==> src/rtl/psram_rf_pkg.sv <==
package psram_rf_pkg;

    typedef enum logic [2:0] {
        ST_IDLE,
        ST_ACTIVE,
        ST_RFLOW,
        ST_SELF,
        ST_RECOV
    } rf_state_e;

    typedef enum logic {
        SRC_EXT,
        SRC_CTR
    } row_src_e;

    typedef struct packed {
        logic sel;
        logic desel;
        logic oe_low;
        logic rf_req;
    } pin_view_t;

    typedef struct packed {
        logic     strobe;
        row_src_e src;
    } rf_cmd_t;

    function automatic pin_view_t decode_pins(input logic ce1_n, input logic ce2_n,
                                              input logic oe_n);
        pin_view_t v;
        v.sel    = !ce1_n && !ce2_n;
        v.desel  = ce1_n && ce2_n;
        v.oe_low = !oe_n;
        v.rf_req = v.desel && v.oe_low;
        return v;
    endfunction

    function automatic int max3(input int a, input int b, input int c);
        int m;
        m = (a > b) ? a : b;
        return (m > c) ? m : c;
    endfunction

endpackage

==> src/rtl/psram_rf_sync.sv <==
module psram_rf_sync #(
    parameter int         W       = 3,
    parameter int         STAGES  = 2,
    parameter logic [W-1:0] RST_VAL = '1
) (
    input  logic         clk,
    input  logic         rst,
    input  logic [W-1:0] d,
    output logic [W-1:0] q
);
    logic [W-1:0] stg [STAGES];

    for (genvar i = 0; i < STAGES; i++) begin : g_stage
        if (i == 0) begin : g_first
            always_ff @(posedge clk) begin
                if (rst) stg[0] <= RST_VAL;
                else     stg[0] <= d;
            end
        end else begin : g_next
            always_ff @(posedge clk) begin
                if (rst) stg[i] <= RST_VAL;
                else     stg[i] <= stg[i-1];
            end
        end
    end

    assign q = stg[STAGES-1];
endmodule

==> src/rtl/psram_rf_row_ctr.sv <==
module psram_rf_row_ctr #(
    parameter int W = 9
) (
    input  logic         clk,
    input  logic         rst,
    input  logic         adv,
    output logic [W-1:0] cnt
);
    always_ff @(posedge clk) begin
        if (rst)      cnt <= '0;
        else if (adv) cnt <= cnt + 1'b1;
    end

    // one step per advance, modulo 2**W
    p_ctr_step_r4: assert property (@(posedge clk) disable iff (rst)
        adv |=> cnt == W'($past(cnt) + 1'b1));
    p_ctr_hold_r4: assert property (@(posedge clk) disable iff (rst)
        !adv |=> $stable(cnt));
endmodule

==> src/rtl/psram_rf_fsm.sv <==
module psram_rf_fsm
    import psram_rf_pkg::*;
#(
    parameter int ENTRY_CYC    = 1000,
    parameter int INTERVAL_CYC = 1900,
    parameter int RECOVER_CYC  = 20
) (
    input  logic      clk,
    input  logic      rst,
    input  pin_view_t pv,
    output rf_cmd_t   cmd_nxt,
    output logic      busy
);
    localparam int MAXC  = max3(ENTRY_CYC, INTERVAL_CYC, RECOVER_CYC);
    localparam int CNT_W = $clog2(MAXC + 1);
    localparam logic [CNT_W-1:0] ENTRY_LAST = CNT_W'(ENTRY_CYC - 1);
    localparam logic [CNT_W-1:0] INTV_LAST  = CNT_W'(INTERVAL_CYC - 1);
    localparam logic [CNT_W-1:0] REC_LAST   = CNT_W'(RECOVER_CYC - 1);

    rf_state_e        state_q, state_d;
    logic [CNT_W-1:0] cnt_q, cnt_d;

    always_comb begin
        state_d        = state_q;
        cnt_d          = cnt_q;
        cmd_nxt.strobe = 1'b0;
        cmd_nxt.src    = SRC_CTR;
        unique case (state_q)
            ST_IDLE: begin
                cnt_d = '0;
                if (pv.sel) begin
                    state_d        = ST_ACTIVE;
                    cmd_nxt.strobe = 1'b1;
                    cmd_nxt.src    = SRC_EXT;
                end else if (pv.rf_req) begin
                    state_d        = ST_RFLOW;
                    cmd_nxt.strobe = 1'b1;
                end
            end
            ST_ACTIVE: begin
                if (!pv.sel) state_d = ST_IDLE;
            end
            ST_RFLOW: begin
                if (!pv.oe_low) begin
                    state_d = ST_RECOV;
                    cnt_d   = '0;
                end else if (cnt_q == ENTRY_LAST) begin
                    state_d        = ST_SELF;
                    cnt_d          = '0;
                    cmd_nxt.strobe = 1'b1;
                end else begin
                    cnt_d = cnt_q + 1'b1;
                end
            end
            ST_SELF: begin
                if (!pv.oe_low) begin
                    state_d = ST_RECOV;
                    cnt_d   = '0;
                end else if (cnt_q == INTV_LAST) begin
                    cnt_d          = '0;
                    cmd_nxt.strobe = 1'b1;
                end else begin
                    cnt_d = cnt_q + 1'b1;
                end
            end
            ST_RECOV: begin
                if (cnt_q == REC_LAST) begin
                    state_d = ST_IDLE;
                    cnt_d   = '0;
                end else begin
                    cnt_d = cnt_q + 1'b1;
                end
            end
            default: begin
                state_d = ST_IDLE;
                cnt_d   = '0;
            end
        endcase
    end

    always_ff @(posedge clk) begin
        if (rst) begin
            state_q <= ST_IDLE;
            cnt_q   <= '0;
        end else begin
            state_q <= state_d;
            cnt_q   <= cnt_d;
        end
    end

    assign busy = (state_q == ST_RFLOW) || (state_q == ST_SELF) || (state_q == ST_RECOV);

    // an active cycle never produces a counter refresh
    p_active_no_ctr_r5: assert property (@(posedge clk) disable iff (rst)
        state_q == ST_ACTIVE |-> !(cmd_nxt.strobe && cmd_nxt.src == SRC_CTR));
    // busy only ends once the full recovery count has elapsed
    p_recover_len_r8: assert property (@(posedge clk) disable iff (rst)
        $fell(busy) |-> ($past(state_q) == ST_RECOV && $past(cnt_q) == REC_LAST));
    // nothing is strobed while recovering
    p_recov_quiet_r8: assert property (@(posedge clk) disable iff (rst)
        state_q == ST_RECOV |-> !cmd_nxt.strobe);
endmodule

==> src/rtl/psram_refresh_ctrl.sv <==
module psram_refresh_ctrl
    import psram_rf_pkg::*;
#(
    parameter int ADDR_W       = 15,
    parameter int ROW_W        = 9,
    parameter int EXT_ROW_W    = 8,
    parameter int SYNC_STAGES  = 2,
    parameter int ENTRY_CYC    = 1000,
    parameter int INTERVAL_CYC = 1900,
    parameter int RECOVER_CYC  = 20
) (
    input  logic              clk,
    input  logic              rst,
    input  logic              ce1_n,
    input  logic              ce2_n,
    input  logic              oe_rfsh_n,
    input  logic [ADDR_W-1:0] addr,
    output logic              rf_strobe,
    output logic [ROW_W-1:0]  rf_row,
    output logic              rf_busy
);
    localparam int PAD_W = ROW_W - EXT_ROW_W;

    logic [2:0]       pins_s;
    pin_view_t        pv;
    rf_cmd_t          cmd_nxt;
    logic [ROW_W-1:0] ctr_row, ext_row, row_d;
    logic             ctr_adv;
    row_src_e         src_q;
    logic             unused_addr_hi;

    psram_rf_sync #(.W(3), .STAGES(SYNC_STAGES), .RST_VAL(3'b111)) u_sync (
        .clk (clk),
        .rst (rst),
        .d   ({ce1_n, ce2_n, oe_rfsh_n}),
        .q   (pins_s)
    );

    assign pv = decode_pins(pins_s[2], pins_s[1], pins_s[0]);

    psram_rf_fsm #(
        .ENTRY_CYC    (ENTRY_CYC),
        .INTERVAL_CYC (INTERVAL_CYC),
        .RECOVER_CYC  (RECOVER_CYC)
    ) u_fsm (
        .clk     (clk),
        .rst     (rst),
        .pv      (pv),
        .cmd_nxt (cmd_nxt),
        .busy    (rf_busy)
    );

    assign ctr_adv = cmd_nxt.strobe && (cmd_nxt.src == SRC_CTR);

    psram_rf_row_ctr #(.W(ROW_W)) u_ctr (
        .clk (clk),
        .rst (rst),
        .adv (ctr_adv),
        .cnt (ctr_row)
    );

    assign ext_row        = {{PAD_W{1'b0}}, addr[EXT_ROW_W-1:0]};
    assign unused_addr_hi = ^addr[ADDR_W-1:EXT_ROW_W];
    assign row_d          = (cmd_nxt.src == SRC_EXT) ? ext_row : ctr_row;

    always_ff @(posedge clk) begin
        if (rst) begin
            rf_strobe <= 1'b0;
            rf_row    <= '0;
            src_q     <= SRC_CTR;
        end else begin
            rf_strobe <= cmd_nxt.strobe;
            src_q     <= cmd_nxt.src;
            if (cmd_nxt.strobe) rf_row <= row_d;
        end
    end

    // rows from the pins never set the bits above the external field
    p_ext_row_top_r2: assert property (@(posedge clk) disable iff (rst)
        (rf_strobe && src_q == SRC_EXT) |-> rf_row[ROW_W-1:EXT_ROW_W] == '0);
    // counter-addressed strobes happen only while the array is held busy
    p_ctr_busy_r3: assert property (@(posedge clk) disable iff (rst)
        (rf_strobe && src_q == SRC_CTR) |-> rf_busy);
    // the strobe is a single-clock pulse
    if (ENTRY_CYC > 1 && INTERVAL_CYC > 1) begin : g_pulse_chk
        p_strobe_pulse_r10: assert property (@(posedge clk) disable iff (rst)
            rf_strobe |=> !rf_strobe);
    end
endmodule

==> config.mk <==
export PLATFORM = sky130hd
export DESIGN_NAME = psram_refresh_ctrl
export DESIGN_NICKNAME = d
export VERILOG_FILES = /design/src/rtl/psram_rf_pkg.sv /design/src/rtl/psram_rf_sync.sv /design/src/rtl/psram_rf_row_ctr.sv /design/src/rtl/psram_rf_fsm.sv /design/src/rtl/psram_refresh_ctrl.sv
export SDC_FILE = /design/constraint.sdc
export NUM_CORES = 1
export LEC_CHECK = 0
export BUFFER_PORTS_ARGS = -buffer_cell sky130_fd_sc_hd__buf_2
export CORE_MARGIN = 2
export CORE_UTILIZATION = 55
export DETAILED_ROUTE_END_ITERATION = 8
export MAX_ROUTING_LAYER = met4
export PLACE_DENSITY_LB_ADDON = 0.05
export SYNTH_ARGS = -nofsm -noshare
export SYNTH_HDL_FRONTEND = slang
export SYNTH_SLANG_ARGS = --single-unit
==> constraint.sdc <==
create_clock -name clk -period 3.3 [get_ports clk]
set_input_delay 0.99 -clock clk [delete_from_list [all_inputs] [get_ports clk]]
set_output_delay 0.99 -clock clk [all_outputs]
set_load 0.02 [all_outputs]
==> flow_summary_export.csv, run 1 <==
group,metric,value,unit
status,status,"completed",
global_route,grt_usage,0.2224,
setup_path,worstSetupPathType,"flop to primary output",
cts,worst_skew_pair.late_latency,350,ps
power,p_per_area,369.0,nW/um2
global_route,antenna_found_initial,0,
placement,place_area,2056,um2
floorplanning,start_util,0.5756,
synthesis,synthDominantCellAreaShare,0.4065,
timing,max_freq,0.3839,GHz
cts,root_buffer,"clkbuf_4",
setup_path,endpoint_kind,"primary output",
detailed_routing,vias,1651,
timing,hold_viol,0,
synthesis,synth_edf_count,0,
placement,dp.final_hpwl,2836,um
layout,n_antenna_cell,0,
synthesis,synthFlopType,"dfxtp_1",
layout,mostFrequentLayoutCell,"dfxtp_1",
timing,post-route-min-period,2605,ps
synthesis,synth.distinct_cells,51,
placement,io_buffers,23,
setup_path,critPathArrivalTime,1610,ps
cts,postCtsSetupRepairBufs,0,
cts,cts_sinks,39,
cts,clk_transition_reported_paths,110,ps
hold_path,hold_path_depth,1,
synthesis,yosysTopAreaCell,"dfxtp_1",
detailed_routing,drtIter0Drc,103,
timing,slew_viol_final,0,
detailed_routing,first_pass_iters,5,
synthesis,synth.avg_cell_area,9.017,um2
layout,nets,255,
timing,setup_viol,0,
synthesis,syn_inst,213,
cts,cts_max_path_buffers,2,
synthesis,synth-seq-area-share,0.4065,
synthesis,yosys_warnings,0,
global_route,grt_pass1_wl,6831,um
synthesis,syn_area,1921,um2
layout,drive_gt1_frac,0.2318,
detailed_routing,drc,0,
global_route,grt_overflow_total,0,
power,p_total,779.3,uW
setup_path,cp.required,2310,ps
placement,gp_congestion,0.8606,
cts,cts_inserted_buffers,5,
floorplanning,ios,31,
job,max_cap_violations,0,
global_route,grt_start_max_net_pins,50,
setup_path,start_kind,"flop",
timing,worst_pin_slew,872.7,ps
synthesis,synth_area_leaders,"dfxtp_1, mux2_2, a32oi_1",
detailed_routing,drt.antenna.violating_nets,0,
hold_path,hold_class,"flop to flop",
synthesis,async_flop_share,0,
floorplanning,dieArea,3981,um2
power,power.leakage,0.0007475,uW
cts,cts_hold_buf,0,
floorplanning,die_w,63.10,um
layout,final_area,2112,um2
synthesis,ys_seq_elements,39,
layout,utilization,0.6329,
floorplanning,coreArea,3337,um2
detailed_routing,wl_per_cell,14.23,um
cts,cts_tree,"done",
timing,skew,2.786,ps
timing,slew_headroom,0.4137,
synthesis,synth_fp_nets,235,
setup_path,worstPathMaxFanout,9,
layout,area_growth,9.968,%
timing,rsz0062_at_grt,"false",
cts,h-tree-depth,2,
timing,setup_tns,0,ps
detailed_routing,wl,3970,um
cts,cts-resized-gates,0,
global_route,grt_pass1_vias,1512,
power,peakVddDrop,0.0002426,V
timing,timing.hold.ws,421.4,ps
detailed_routing,vias_per_cell,5.918,
setup_path,rr_worst_depth,6,
floorplanning,die_h,63.10,um
setup_path,r2r_setup_slack,900,ps
layout,layout_common_cells,"dfxtp_1, buf_2, nor2_1",
floorplanning,core.rowCount,21,
timing,fin_crit_sh,0.7893,
## registers in the layout, summed over array words and instances (netlist names)
name and cells:
rf_strobe 1, u_fsm.cnt_q 11, rf_row 9, u_fsm.state_q 3, u_sync.stg 6, u_ctr.cnt 9
## cell usage after synthesis, drive strengths merged (2+ instances only)
cell type and count:
nand3b 2, ha 2, nand4 7, a32oi 8
nor4b 2, or4 2, a21oi 8, o32ai 3
clkbuf 6, mux2 8, nand2b 2, buf 5
xor2 3, nand3 11, nor3 15, nor2b 8
a211oi 2, and2 3, a21boi 2, nand2 12
a21o 2, dfxtp 39, o2bb2ai 8, or3b 2
nor2 15, inv 5, o21ai 4, or2 6
xnor2 5
## layer usage
layer / part of all wire / GRT usage / wire length, um
met5: 0 / - / 0
met4: 0.020 / 0.1028 / 81
met1: 0.49 / 0.2893 / 1933
met2: 0.44 / 0.3324 / 1766
met3: 0.047 / 0.04643 / 188
## logic make-up after synthesis
| kind of cell | share of synthesized area |
|---|---|
| adder cells (fa/ha/maj) | 0.01303 |
| XOR/XNOR | 0.03648 |
| multiplexers | 0.05212 |
| AO/OA/AOI/OAI | 0.1798 |
| AND/OR/NAND/NOR | 0.2788 |
| flip-flops | 0.4065 |
| buffers and inverters | 0.03322 |
## stage by stage
stage	setup slack, ps	instances
after floorplan	1198	213
after global placement	1026	272
after detailed placement	950.0	272
after CTS	685.3	279
after global routing	608.3	279
final	695.2	279
## path summary, 6_finish.rpt
path | start | end
min reg2reg | u_sync.stg[0][1]$_SDFF_PP1_ | u_sync.stg[1][1]$_SDFF_PP1_
min | u_sync.stg[0][1]$_SDFF_PP1_ | u_sync.stg[1][1]$_SDFF_PP1_
max reg2reg | u_fsm.cnt_q[0]$_SDFFE_PP0P_ | u_fsm.cnt_q[9]$_SDFFE_PP0P_
max | u_fsm.state_q[2]$_SDFFE_PP0P_ | rf_busy
## critical path, stage by stage, from the launching register on
cell and delay (ps):
dfxtp_1 490, or3b_2 500, o21ai_0 90, buf_2 180
## final cells by class
cell class	instances	area, um2
clock buffer	6	51.30
fill	319	1225
multi-input combinational	158	1076
timing repair buffer	24	122.6
tap	46	57.56
clock inverter	1	5.005
sequential	39	780.7
inverter	5	18.77
## power breakdown
part / internal (uW) / switching, uW
Combinational: 18.1 / 25.6
Clock: 98.7 / 154
Sequential: 477 / 5.81
Total: 594 / 185
No activity file was read; power rests on OpenSTA's default activity.
==> run 2: changes to the inputs <==
Clock period 3.3 ns to 2.55 ns, I/O delays scaled along.
==> run 2 against run 1 <==
Worst hold slack got worse by 0.72 ps. Register-to-register slack got worse by 640 ps. Routed wire length rose by 0.58%. Die area did not move. Critical path depth did not move. Non-clock buffer count rose by 2. Global-route usage rose by 0.29 points. Sequential share of layout area fell by 0.48 points. Critical path type unchanged. Highest routed layer unchanged.
==> flow_summary_export.csv, run 2 (same netlist as run 1, synthesis figures left out) <==
group,metric,value,unit
floorplanning,die_h,63.10,um
power,p_per_area,488.2,nW/um2
floorplanning,ios,31,
layout,layout_common_cells,"dfxtp_1, buf_2, nor2_1",
detailed_routing,wl_per_cell,14.16,um
hold_path,hold_path_depth,1,
layout,area_growth,11.40,%
global_route,grt_usage,0.2252,
layout,top_register,"u_fsm.cnt_q",
detailed_routing,drt.antenna.violating_nets,0,
layout,fillCellCount,323,
timing,hold_viol,0,
placement,io_buffers,23,
placement,gp_congestion,0.8490,
layout,drive_gt1_frac,0.2373,
placement,dp.final_hpwl,2889,um
cts,cts-resized-gates,0,
timing,post-route-min-period,2349,ps
detailed_routing,wl,3993,um
cts,root_buffer,"clkbuf_4",
setup_path,cp.required,1790,ps
cts,cts_tree,"done",
detailed_routing,drc,0,
detailed_routing,drtIter0Drc,103,
timing,skew,11.92,ps
timing,slew_headroom,0.6201,
detailed_routing,first_pass_iters,4,
timing,setup_viol,0,
cts,clk_transition_reported_paths,100,ps
power,peakVddDrop,0.0003393,V
layout,n_antenna_cell,0,
layout,utilization,0.6412,
setup_path,worstPathMaxFanout,9,
layout,final_area,2140,um2
floorplanning,core.rowCount,21,
status,status,"completed",
hold_path,hold_class,"flop to flop",
global_route,grt_pass1_wl,6865,um
global_route,antenna_found_initial,0,
cts,h-tree-depth,2,
setup_path,start_kind,"flop",
layout,reg_top3,"u_fsm.cnt_q: 11 flops, rf_row: 9 flops, u_ctr.cnt: 9 flops",
power,power.leakage,0.0007610,uW
job,max_cap_violations,0,
cts,cts_inserted_buffers,5,
placement,place_area,2071,um2
timing,worst_pin_slew,564.0,ps
global_route,grt_start_max_net_pins,32,
setup_path,critPathArrivalTime,1580,ps
layout,largest_register_ffs,11,
layout,mostFrequentLayoutCell,"dfxtp_1",
floorplanning,start_util,0.5756,
cts,cts_hold_buf,0,
detailed_routing,vias,1660,
cts,postCtsSetupRepairBufs,0,
floorplanning,dieArea,3981,um2
timing,max_freq,0.4257,GHz
detailed_routing,vias_per_cell,5.887,
setup_path,r2r_setup_slack,260,ps
floorplanning,die_w,63.10,um
layout,nets,257,
timing,slew_viol_final,0,
timing,rsz0062_at_grt,"false",
setup_path,rr_worst_depth,6,
cts,cts_sinks,39,
setup_path,endpoint_kind,"primary output",
floorplanning,coreArea,3337,um2
timing,fin_crit_sh,0.9212,
cts,cts_max_path_buffers,2,
setup_path,worstSetupPathType,"flop to primary output",
global_route,grt_pass1_vias,1508,
timing,setup_tns,0,ps
cts,worst_skew_pair.late_latency,360,ps
global_route,grt_overflow_total,0,
-- run 2: cell count changes in the layout (fill, tap and decap cells not counted), sizes merged --
| cell | before | now |
|---|---|---|
| buf | 24 | 26 |
| clkbuf | 6 | 8 |
| clkinv | 1 | 0 |
-- run 2: stage by stage --
stage	setup slack, ps	cells	hold slack, ps	total power [uW]
floorplan	505.9	213	389.5	675.8
global placement	327.0	274	393.1	695.1
detailed placement	292.6	274	400.0	698.1
CTS	191.3	282	427.0	1056
global route	93.27	282	441.9	1093
finish	200.8	282	420.7	1045
-- run 2: layer usage --
layer / share of wire / global-route usage / vias up
met4: 0.011 / 0.06111 / 0
met5: 0 / - / -
met2: 0.43 / 0.3338 / 38
met3: 0.053 / 0.07321 / 5
li1: - / - / 835
met1: 0.50 / 0.2963 / 782
-- run 2: worst max-delay path, cell delays in order, from the launching register on --
cell     delay [ps]
dfxtp_1         470
or3b_2          490
o21ai_0          90
buf_2           180
-- run 2: final timing paths --
path                                  from                           to
min            u_sync.stg[0][0]$_SDFF_PP1_  u_sync.stg[1][0]$_SDFF_PP1_
max reg2reg    u_fsm.cnt_q[0]$_SDFFE_PP0P_    u_ctr.cnt[4]$_SDFFE_PP0P_
max          u_fsm.state_q[2]$_SDFFE_PP0P_                      rf_busy
min reg2reg    u_sync.stg[0][0]$_SDFF_PP1_  u_sync.stg[1][0]$_SDFF_PP1_
-- run 2: cell type report --
type,count,area [um2],share of cell area
clock buffer,8,68.82,0.03216
timing repair buffer,26,137.6,0.06433
tap,46,57.56,0.02690
multi-input combinational,158,1076,0.5029
inverter,5,18.77,0.008772
sequential,39,780.7,0.3649
-- run 2: power by group --
| part | internal [uW] | total [uW] | switching (uW) |
|---|---|---|---|
| clock | 162 | 360 | 198 |
| sequential | 618 | 625 | 7.58 |
| combinational | 25.0 | 59.1 | 34.0 |
==> run 3: changes to the inputs <==
Settings changed: CORE_ASPECT_RATIO set to 0.5.
==> run 3 against run 2 <==
Die area up 0.71%. Largest cell class unchanged. Power up 24%. Setup slack worse by 6.9 ps.
==> flow_summary_export.csv, run 3 (same netlist as run 1, synthesis figures left out) <==
group,metric,value,unit
status,status,"completed",
global_route,grt_usage,0.2186,
cts,cts_tree,"done",
setup_path,start_kind,"flop",
layout,drive_gt1_frac,0.2373,
power,swShare,0.2005,
layout,final_area,2210,um2
placement,place_area,2077,um2
power,intPower,1033,uW
timing,setup_viol,0,
floorplanning,coreArea,3397,um2
detailed_routing,first_pass_iters,4,
layout,utilization,0.6505,
floorplanning,die_h,45.79,um
detailed_routing,drt.antenna.violating_nets,0,
layout,area_growth,15.05,%
cts,h-tree-depth,2,
global_route,grt_start_max_net_pins,37,
timing,rsz0062_at_grt,"false",
layout,mostFrequentLayoutCell,"dfxtp_1",
detailed_routing,vias,1661,
cts,cts_hold_buf,0,
detailed_routing,wl,4080,um
floorplanning,ios,31,
timing,post-route-min-period,2356,ps
cts,cts_inserted_buffers,5,
cts,cts_max_path_buffers,2,
floorplanning,start_util,0.5654,
setup_path,path_cells,"ha_1 > nand3_1 > or4_1 > and2_4 > o31ai_1 > mux2_2",
cts,worst_skew_pair.late_latency,290,ps
setup_path,crit_slowest_cell,"or4_1",
layout,layout_common_cells,"dfxtp_1, buf_2, nor2_1",
timing,slew_headroom,0.6163,
detailed_routing,drtIter0Drc,57,
timing,hold_viol,0,
timing,fin_crit_sh,0.9239,
floorplanning,core.rowCount,15,
hold_path,hold_class,"flop to flop",
global_route,grt_pass1_wl,6534,um
power,switchingPower,259.1,uW
setup_path,worstPathMaxFanout,5,
setup_path,cp.required,2730,ps
layout,n_antenna_cell,0,
placement,io_buffers,23,
layout,fillCellCount,306,
power,power.leakage,0.0007878,uW
floorplanning,dieArea,4009,um2
timing,skew,2.468,ps
cts,root_buffer,"clkbuf_8",
power,p_per_area,585.0,nW/um2
setup_path,worstSetupPathType,"flop to flop",
layout,multiInputGateArea,1076,um2
placement,gp_congestion,0.8646,
power,p_comb_frac,0.046,
layout,largest_register_ffs,11,
cts,cts-resized-gates,0,
layout,top_register,"u_fsm.cnt_q",
timing,max_freq,0.4244,GHz
setup_path,max_stage_delay,520,ps
timing,slew_viol_final,0,
timing,worst_pin_slew,567.6,ps
setup_path,critPathArrivalTime,2540,ps
power,clkPwrFrac,0.470,
detailed_routing,wl_per_cell,14.22,um
layout,reg_top3,"u_fsm.cnt_q: 11 flops, rf_row: 9 flops, u_ctr.cnt: 9 flops",
power,seqPwrFrac,0.483,
cts,postCtsSetupRepairBufs,0,
global_route,grt_overflow_total,0,
detailed_routing,vias_per_cell,5.787,
setup_path,endpoint_kind,"flop",
power,peakVddDrop,0.0003026,V
layout,regArea,780.7,um2
floorplanning,die_w,87.57,um
cts,clk_transition_reported_paths,80,ps
global_route,grt_pass1_vias,1404,
placement,dp.final_hpwl,2871,um
job,max_cap_violations,0,
cts,cts_sinks,39,
detailed_routing,drc,0,
timing,setup_tns,0,ps
global_route,antenna_found_initial,0,
layout,nets,257,
[run 3: cell count changes in the layout (fill, tap and decap cells not counted), sizes merged]
| cell | change |
|---|---|
| bufinv | +2 |
| clkbuf | -2 |
[run 3: power groups by stage]
stage	clock network [uW]	registers, uW	logic (uW)
final	608	625	59.7
after global routing	635	626	66.2
after CTS	618	625	60.0
after detailed placement	0	639	59.5
after global placement	0	639	58.2
after floorplan	0	639	36.8
[run 3: cell type report]
type | instances | share of cell area
clock inverter | 2 | 0.02718
timing repair buffer | 26 | 0.06229
multi-input combinational | 158 | 0.4870
tap | 51 | 0.02888
inverter | 5 | 0.008494
clock buffer | 6 | 0.03284
sequential | 39 | 0.3533
[run 3: routing by layer]
| layer | global-route usage | share of wire | vias up |
|---|---|---|---|
| met1 | 0.2930 | 0.49 | 782 |
| met3 | 0.05616 | 0.049 | 2 |
| met4 | 0.05231 | 0.0027 | 0 |
| met2 | 0.3348 | 0.45 | 41 |
| met5 | - | 0 | - |
| li1 | - | - | 836 |
[run 3: critical path, delay by kind of cell, from the launching register on]
family,cells,cell delay (ps)
adders and majority gates,1,280
and+or+nand+nor,3,810
AOI/OAI and AO/OA,1,370
muxes,1,380
DFF,1,400
[run 3: path summary, 6_finish.rpt]
check	from	to	slack, ps	cells after the start
max	u_fsm.cnt_q[0]$_SDFFE_PP0P_	u_ctr.cnt[3]$_SDFFE_PP0P_	190	6
min	u_sync.stg[0][2]$_SDFF_PP1_	u_sync.stg[1][2]$_SDFF_PP1_	410	1
max reg2reg	u_fsm.cnt_q[0]$_SDFFE_PP0P_	u_ctr.cnt[3]$_SDFFE_PP0P_	190	6
min reg2reg	u_sync.stg[0][2]$_SDFF_PP1_	u_sync.stg[1][2]$_SDFF_PP1_	410	1
[run 3: stage by stage]
step                      std cells  total power, uW  hold WS [ps]  worst slack (ps)
after floorplan                 213            675.8         389.5             505.9
after global placement          279            696.8         391.1             269.7
after detailed placement        279            698.5         398.9             242.8
after CTS                       287             1302         415.0             217.8
after global routing            287             1328         418.9             60.31
final                           287             1293         410.1             194.0
